===== src/rtl/mm_pkg.sv =====
package mm_pkg;
   // carry out of one digit cell needs one bit more than a digit
   function automatic int unsigned carry_w(input int unsigned dw);
      return dw + 1;
   endfunction
   // widest cell sum: digit + two digit products + carry
   function automatic int unsigned sum_w(input int unsigned dw);
      return 2 * dw + 1;
   endfunction
endpackage


===== src/rtl/mm_q_cell.sv =====
module mm_q_cell
   import mm_pkg::*;
#(
   parameter int unsigned DIGIT_W = 2,
   localparam int unsigned CW = carry_w(DIGIT_W),
   localparam int unsigned SW = sum_w(DIGIT_W)
) (
   input  logic [DIGIT_W-1:0] p_lo_i,
   input  logic [DIGIT_W-1:0] a_dig_i,
   input  logic [DIGIT_W-1:0] b_lo_i,
   input  logic [DIGIT_W-1:0] m_lo_i,
   input  logic [DIGIT_W-1:0] minv_i,
   output logic [DIGIT_W-1:0] q_o,
   output logic [CW-1:0]      c_o
);
   logic [SW-1:0]      part;
   logic [SW-1:0]      full;
   logic [DIGIT_W-1:0] q;

   always_comb begin
      part = SW'(p_lo_i) + SW'(a_dig_i) * SW'(b_lo_i);
      q    = part[DIGIT_W-1:0] * minv_i;
      full = part + SW'(q) * SW'(m_lo_i);
   end

   assign q_o = q;
   // low digit of full is zero by choice of q; only the carry moves on
   assign c_o = CW'(full >> DIGIT_W);
endmodule


===== src/rtl/mm_digit_cell.sv =====
module mm_digit_cell
   import mm_pkg::*;
#(
   parameter int unsigned DIGIT_W = 2,
   localparam int unsigned CW = carry_w(DIGIT_W),
   localparam int unsigned SW = sum_w(DIGIT_W)
) (
   input  logic [DIGIT_W-1:0] p_i,
   input  logic [DIGIT_W-1:0] a_dig_i,
   input  logic [DIGIT_W-1:0] b_i,
   input  logic [DIGIT_W-1:0] q_i,
   input  logic [DIGIT_W-1:0] m_i,
   input  logic [CW-1:0]      c_i,
   output logic [DIGIT_W-1:0] d_o,
   output logic [CW-1:0]      c_o
);
   logic [SW-1:0] sum;

   assign sum = SW'(p_i) + SW'(a_dig_i) * SW'(b_i)
              + SW'(q_i) * SW'(m_i) + SW'(c_i);
   assign d_o = sum[DIGIT_W-1:0];
   assign c_o = sum[SW-1:DIGIT_W];
endmodule


===== src/rtl/mm_row.sv =====
module mm_row
   import mm_pkg::*;
#(
   parameter int unsigned DIGIT_W  = 2,
   parameter int unsigned M_DIGITS = 4,
   localparam int unsigned PD = M_DIGITS + 2,
   localparam int unsigned CW = carry_w(DIGIT_W)
) (
   input  logic [PD*DIGIT_W-1:0]           p_i,
   input  logic [DIGIT_W-1:0]              a_dig_i,
   input  logic [(M_DIGITS+1)*DIGIT_W-1:0] b_i,
   input  logic [M_DIGITS*DIGIT_W-1:0]     m_i,
   input  logic [DIGIT_W-1:0]              minv_i,
   output logic [PD*DIGIT_W-1:0]           p_next_o
);
   logic [PD*DIGIT_W-1:0] b_ext;
   logic [PD*DIGIT_W-1:0] m_ext;
   logic [DIGIT_W-1:0]    q;
   logic [CW-1:0]         carry [PD];

   assign b_ext = {{DIGIT_W{1'b0}}, b_i};
   assign m_ext = {{(2*DIGIT_W){1'b0}}, m_i};

   for (genvar j = 0; j < PD; j++) begin : g_cell
      if (j == 0) begin : g_right
         mm_q_cell #(.DIGIT_W(DIGIT_W)) i_cell (
            .p_lo_i (p_i[DIGIT_W-1:0]),
            .a_dig_i(a_dig_i),
            .b_lo_i (b_ext[DIGIT_W-1:0]),
            .m_lo_i (m_ext[DIGIT_W-1:0]),
            .minv_i (minv_i),
            .q_o    (q),
            .c_o    (carry[0])
         );
      end else begin : g_typ
         mm_digit_cell #(.DIGIT_W(DIGIT_W)) i_cell (
            .p_i    (p_i[j*DIGIT_W +: DIGIT_W]),
            .a_dig_i(a_dig_i),
            .b_i    (b_ext[j*DIGIT_W +: DIGIT_W]),
            .q_i    (q),
            .m_i    (m_ext[j*DIGIT_W +: DIGIT_W]),
            .c_i    (carry[j-1]),
            .d_o    (p_next_o[(j-1)*DIGIT_W +: DIGIT_W]),
            .c_o    (carry[j])
         );
      end
   end

   // the shift down leaves the top carry as the new top digit
   assign p_next_o[(PD-1)*DIGIT_W +: DIGIT_W] = DIGIT_W'(carry[PD-1]);
endmodule


===== src/rtl/mm_recirc_mult.sv =====
module mm_recirc_mult #(
   parameter int unsigned DIGIT_W  = 2,
   parameter int unsigned N_DIGITS = 4,
   parameter int unsigned M_DIGITS = 4
) (
   input  logic                             clk_i,
   input  logic                             rst_ni,
   input  logic                             start_i,
   input  logic [N_DIGITS*DIGIT_W-1:0]      a_i,
   input  logic [(M_DIGITS+1)*DIGIT_W-1:0]  b_i,
   input  logic [M_DIGITS*DIGIT_W-1:0]      m_i,
   input  logic [DIGIT_W-1:0]               minv_i,
   output logic                             busy_o,
   output logic                             done_o,
   output logic [(M_DIGITS+2)*DIGIT_W-1:0]  p_o
);
   localparam int unsigned PD = M_DIGITS + 2;
   localparam int unsigned PW = $clog2(N_DIGITS + 1) + 1;
   localparam int unsigned AW = N_DIGITS * DIGIT_W;

   if (DIGIT_W < 2) begin : g_bad_radix
      $error("DIGIT_W must be at least 2 so that 3M fits the register");
   end
   if (N_DIGITS < 1 || M_DIGITS < 1) begin : g_bad_len
      $error("operand lengths must be at least one digit");
   end

   logic [AW-1:0]                 a_q;
   logic [(M_DIGITS+1)*DIGIT_W-1:0] b_q;
   logic [M_DIGITS*DIGIT_W-1:0]   m_q;
   logic [DIGIT_W-1:0]            minv_q;
   logic [PD*DIGIT_W-1:0]         p_q;
   logic [PD*DIGIT_W-1:0]         p_next;
   logic [PW-1:0]                 pass_q;
   logic                          busy_q;
   logic                          done_q;
   logic [AW+DIGIT_W-1:0]         a_ext;
   logic [DIGIT_W-1:0]            a_dig;

   // A padded with its zero top digit for the final pass
   assign a_ext = {{DIGIT_W{1'b0}}, a_q};
   assign a_dig = a_ext[int'(pass_q)*DIGIT_W +: DIGIT_W];

   mm_row #(.DIGIT_W(DIGIT_W), .M_DIGITS(M_DIGITS)) i_row (
      .p_i     (p_q),
      .a_dig_i (a_dig),
      .b_i     (b_q),
      .m_i     (m_q),
      .minv_i  (minv_q),
      .p_next_o(p_next)
   );

   always_ff @(posedge clk_i or negedge rst_ni) begin
      if (!rst_ni) begin
         a_q    <= '0;
         b_q    <= '0;
         m_q    <= '0;
         minv_q <= '0;
         p_q    <= '0;
         pass_q <= '0;
         busy_q <= 1'b0;
         done_q <= 1'b0;
      end else begin
         done_q <= 1'b0;
         if (!busy_q && start_i) begin
            a_q    <= a_i;
            b_q    <= b_i;
            m_q    <= m_i;
            minv_q <= minv_i;
            p_q    <= '0;
            pass_q <= '0;
            busy_q <= 1'b1;
         end else if (busy_q) begin
            p_q <= p_next;
            if (pass_q == PW'(N_DIGITS)) begin
               busy_q <= 1'b0;
               done_q <= 1'b1;
            end else begin
               pass_q <= pass_q + 1'b1;
            end
         end
      end
   end

   assign busy_o = busy_q;
   assign done_o = done_q;
   assign p_o    = p_q;
endmodule


===== config.mk =====
export PLATFORM = sky130hd
export DESIGN_NAME = mm_recirc_mult
export DESIGN_NICKNAME = d
export VERILOG_FILES = /design/src/rtl/mm_pkg.sv /design/src/rtl/mm_q_cell.sv /design/src/rtl/mm_digit_cell.sv /design/src/rtl/mm_row.sv /design/src/rtl/mm_recirc_mult.sv
export SDC_FILE = /design/constraint.sdc
export NUM_CORES = 1
export LEC_CHECK = 0
export ABC_AREA = 1
export CAP_MARGIN = 5
export CORE_MARGIN = 1
export CORE_UTILIZATION = 44
export DETAILED_ROUTE_END_ITERATION = 16
export GPL_TIMING_DRIVEN = 0
export PLACE_DENSITY_LB_ADDON = 0.25
export SLEW_MARGIN = 5
export SYNTH_ARGS = -nofsm -noshare
export SYNTH_HDL_FRONTEND = slang
export SYNTH_HIERARCHICAL = 1
export SYNTH_SLANG_ARGS = --single-unit

===== constraint.sdc =====
create_clock -name clk_i -period 14.6 [get_ports clk_i]
set_input_delay 2.92 -clock clk_i [delete_from_list [all_inputs] [get_ports clk_i]]
set_output_delay 2.92 -clock clk_i [all_outputs]
set_load 0.01 [all_outputs]

* Yosys cells after proc, flatten, opt, wreduce, memory -nomap -nowiden
Cells that the tools add are included.
W data, S select, Z words.
** Storage, ports and cells
- Register bits :: 46
- Latch bits :: 0
- RAM bits :: 0
- Memory bits (read-only) :: 0
- Bits of input ports :: 31
- Logic and storage cells :: 51
- Memories kept :: 0
** Cells by class
- Add/sub/neg operators :: 15
- Multipliers :: 10
- Div/mod/pow operators :: 0
- Magnitude comparators :: 0
- Eq/ne operators :: 2
- Shifts and indexed selects :: 1
- Multiplexer cells :: 11
- Bitwise logic cells :: 0
- Reductions and logical operators :: 4
** Operators with widths (number)
- $mul A2 B2 Y4 :: 9
- $add A2 B4 Y5 :: 5
- $mux W12 :: 2
- $add A5 B3 Y5 :: 4
- $add A5 B4 Y5 :: 4
- $mux W4 :: 3
- $shiftx A10 B6 Y2 :: 1
- $mux W1 :: 6
- $add A2 B3 Y4 :: 1
- $add A4 B1 Y4 const B :: 1
- $eq A4 B3 Y1 const B :: 1
- $mul A2 B2 Y2 :: 1
- $ne A2 B2 Y1 const B :: 1
- $reduce_and A2 Y1 :: 1
- $reduce_bool A2 Y1 :: 1
- $logic_and A1 B1 Y1 :: 1
- $logic_not A1 Y1 :: 1

* Longest topological paths before layout
- Word-level depth :: 13
- Depth in mapped cells :: 60
- Gate-level depth less buffers :: 59

* By module
The synthesis kept the hierarchy.
** By module, submodules not included
- mm_digit_cell :: instances 5, cells an instance 61, area an instance 429.2 µm²
- mm_recirc_mult :: instances 1, cells an instance 226, area an instance 2009.4 µm²
- mm_q_cell :: instances 1, cells an instance 43, area an instance 291.5 µm²
- mm_row :: instances 1, cells an instance 1, area an instance 3.8 µm²

* Least setup slack after synthesis
Ideal clock, no wire load.
- Path type :: flip-flop to flip-flop
- Start :: reg pass_q[2]
- End :: reg p_q[10] (netlist: p_o[10])
- Setup time :: 0.118 ns
- Arrival :: 10.276 ns
- Setup slack :: 4.206 ns
- Stages on the path, launching flop included :: 49
- Period minus slack after synthesis :: 10.394 ns
- Cells stage by stage :: dfrtp_1 clkbuf_1 or2_2 a21oi_1 nand2_1 inv_1 fa_1 ha_1 nand2_1 inv_1 nand2_2 nand3_1 fa_1 nor2_2 nand2_1 fa_1 inv_1 inv_1 [13 not listed] inv_1 ha_1 fa_1 xor2_1 inv_1 fa_1 inv_1 ha_1 fa_1 xor2_1 inv_1 fa_1 inv_1 ha_1 fa_1 xor2_1 nand2_1 o21ai_2
** RTL lines
- start, declared :: line mm_recirc_mult.sv:34 : logic [PW-1:0] pass_q;
- start signal, assigned :: line mm_recirc_mult.sv:79 : pass_q <= pass_q + 1'b1;
- end signal, assigned :: line mm_recirc_mult.sv:74 : p_q <= p_next;
- end, declared :: line mm_recirc_mult.sv:32 : logic [PD*DIGIT_W-1:0] p_q;

==> qor.log <==
INFO  yosys          area_of_the_mapped_netlist=4358µm²
INFO  place          placed_cell_area=5006µm²
INFO  critical_path  critical-path-max-stage-delay=910ps
INFO  sta            report.final.setup_viol=0
INFO  clock_network  cts_tree=yes
INFO  drt            drc=0
INFO  critical_path  crit_family=adder cells
INFO  drt            routedWlPerCell=11.96µm
INFO  critical_path  crit_reg_reg_endpoint=p_o[10]
INFO  clock_network  holdBufCountCts=0
INFO  sta            drv_slew=0
INFO  place          final_wtd_congestion=0.7877
INFO  sta            clock.fmax=87.97MHz
INFO  critical_path  worst_ep_arrival_time=11,560ps
INFO  floorplanning  die_h=101.5µm
INFO  clock_network  cts-root-buf=sky130_fd_sc_hd__clkbuf_8
INFO  critical_path  worst-path-max-fanout=12
INFO  critical_path  worst_ep_required_time=14,790ps
INFO  critical_path  critPathCaptureType=flop
INFO  layout         layout.cells.most_common_list=156 x sky130_fd_sc_hd__nand2_1, 147 x sky130_fd_sc_hd__inv_1, 53 x sky130_fd_sc_hd__nand3_1, 46 x sky130_fd_sc_hd__dfrtp_1, 44 x sky130_fd_sc_hd__ha_1
INFO  place          number_of_buffers_inserted_by_port_buffering=43
INFO  clock_network  cts-buffers-inserted=5
INFO  layout         layout.cells.most_common=sky130_fd_sc_hd__nand2_1
INFO  sta            tns=0ps
INFO  floorplanning  io_pins=45
INFO  layout         drive_gt1_share=6.109%
INFO  run            maxCapViolations=0
INFO  worst_hold_path hold_path_depth=2
INFO  global_routing first_pass_grt_wire_length=15,750µm
INFO  layout         nets=735
INFO  clock_network  htree_levels=2
INFO  layout         num_antenna_cells=0
INFO  worst_hold_path worst_hold_startpoint=a_q[5]
INFO  critical_path  rrSetupSlack=3230ps
INFO  critical_path  worst-path-buf-inv=14
INFO  layout         synthToLayoutAreaGrowth=16.97%
INFO  drt            drt-initial-drc-count=136
INFO  sta            clock_skew=5.019ps
INFO  global_routing number_of_antenna_violations_at_the_first_check_in_global_routing=0
INFO  global_routing maximum_number_of_pins_on_one_net_before_global_route_repair=36
INFO  clock_network  clk-insertion-delay-late=300ps
INFO  sta            hold-worst-slack=485.5ps
INFO  sta            unrepaired_setup_endpoints_after_global_routing=no
INFO  clock_network  clkSlewWorstSetupHoldPaths=90ps
INFO  yosys          netlist_instances=559
INFO  worst_hold_path hp-class=reg2reg
INFO  floorplanning  floorplan.core_area=9415µm²
INFO  floorplanning  count_of_standard_cell_rows=35
INFO  global_routing grt_pass1_vias=3,501
INFO  sta            min_period=11,370ps
INFO  drt            drt-vias-per-instance=4.610
INFO  sta            hold_viol=0
INFO  critical_path  r2r_cells=48
INFO  layout         finish.instance_area=5097µm²
INFO  global_routing grt.overflow.total=0
INFO  floorplanning  floorplan.die.width=101.5µm
INFO  sta            worst_slew_pin_slew=1190ps
INFO  sta            min_period_over_period=77.86%
INFO  place          place_hpwl=7182µm
INFO  worst_hold_path hold-path-endpoint=a_q[5]
INFO  sta            slew_limit_headroom=20.70%
INFO  drt            final_wirelength=8984µm
INFO  critical_path  kind_of_launch_point_of_the_worst_setup_path=flop
INFO  critical_path  crit_path_class=reg2reg
INFO  drt            drtPass1Iterations=4
INFO  floorplanning  dieArea=10,310µm²
INFO  critical_path  cp_slowest_cell=sky130_fd_sc_hd__a21oi_1
INFO  yosys          syn-mean-instance-area=7.796µm²
INFO  global_routing grt_use_total=19.74%
INFO  yosys          yosys_warnings=6
INFO  clock_network  ctsResizeCount=0
INFO  clock_network  max-clock-path-buffers=2
INFO  drt            antenna_violating_nets_post_route=0
INFO  floorplanning  floorplan.initialDensity=46.29%
INFO  clock_network  cts.sinks=46
INFO  run_status     status=finished clean
INFO  drt            routed-via-count=3,462
INFO  clock_network  postCtsSetupRepairBufs=0
INFO  critical_path  r2r_start=pass_q[2]
## how the worst max path moves through the flow
stage | start | to | slack [ps] | depth (start not counted)
3_5_place_dp | pass_q[2] | p_o[10] | 3210 | 48
5_1_grt | pass_q[2] | p_o[10] | 2440 | 47
3_3_place_gp | pass_q[2] | p_o[10] | 3330 | 48
4_1_cts | pass_q[2] | p_o[10] | 3150 | 48
6_report | pass_q[2] | p_o[10] | 3230 | 48
2_1_floorplan | pass_q[2] | p_o[10] | 4250 | 48
## routing by layer
layer	GRT usage (%)	wire length [µm]
met1	25.68	4121
met5	0	0
met2	34.10	4414
met3	3.175	284
met4	5.351	164
## layout make-up
type | instances | area (µm²)
buffer | 12 | 78.83
clock buffer | 7 | 86.33
inverter | 149 | 559.3
sequential | 46 | 1151
clock inverter | 1 | 5.005
fill | 922 | 4318
tap | 129 | 161.4
timing repair buffer | 44 | 445.4
multi-input combinational | 363 | 2610
## worst min-delay path, stage by stage, from the launching register on
cell and delay (ps):
sky130_fd_sc_hd__dfrtp_1 350, sky130_fd_sc_hd__nand2_1 60, sky130_fd_sc_hd__nand2_1 50
## through the flow
stage,setup slack (ps),instances,utilization [%]
2_1_floorplan,4254,570,-
3_3_place_gp,3332,742,53.01
3_5_place_dp,3214,743,53.17
4_1_cts,3153,751,54.14
5_1_grt,2442,751,54.14
6_report,3232,751,54.14
## sequential cells by signal, summed over array words and instances, names as in the netlist
signal  count
a_q         8
b_q        10
busy_o      1
done_o      1
m_q         8
minv_q      2
p_o        12
pass_q      4
Power is not shown: default switching activity piles up to over one toggle a cycle in this logic, so the estimate is an artifact.
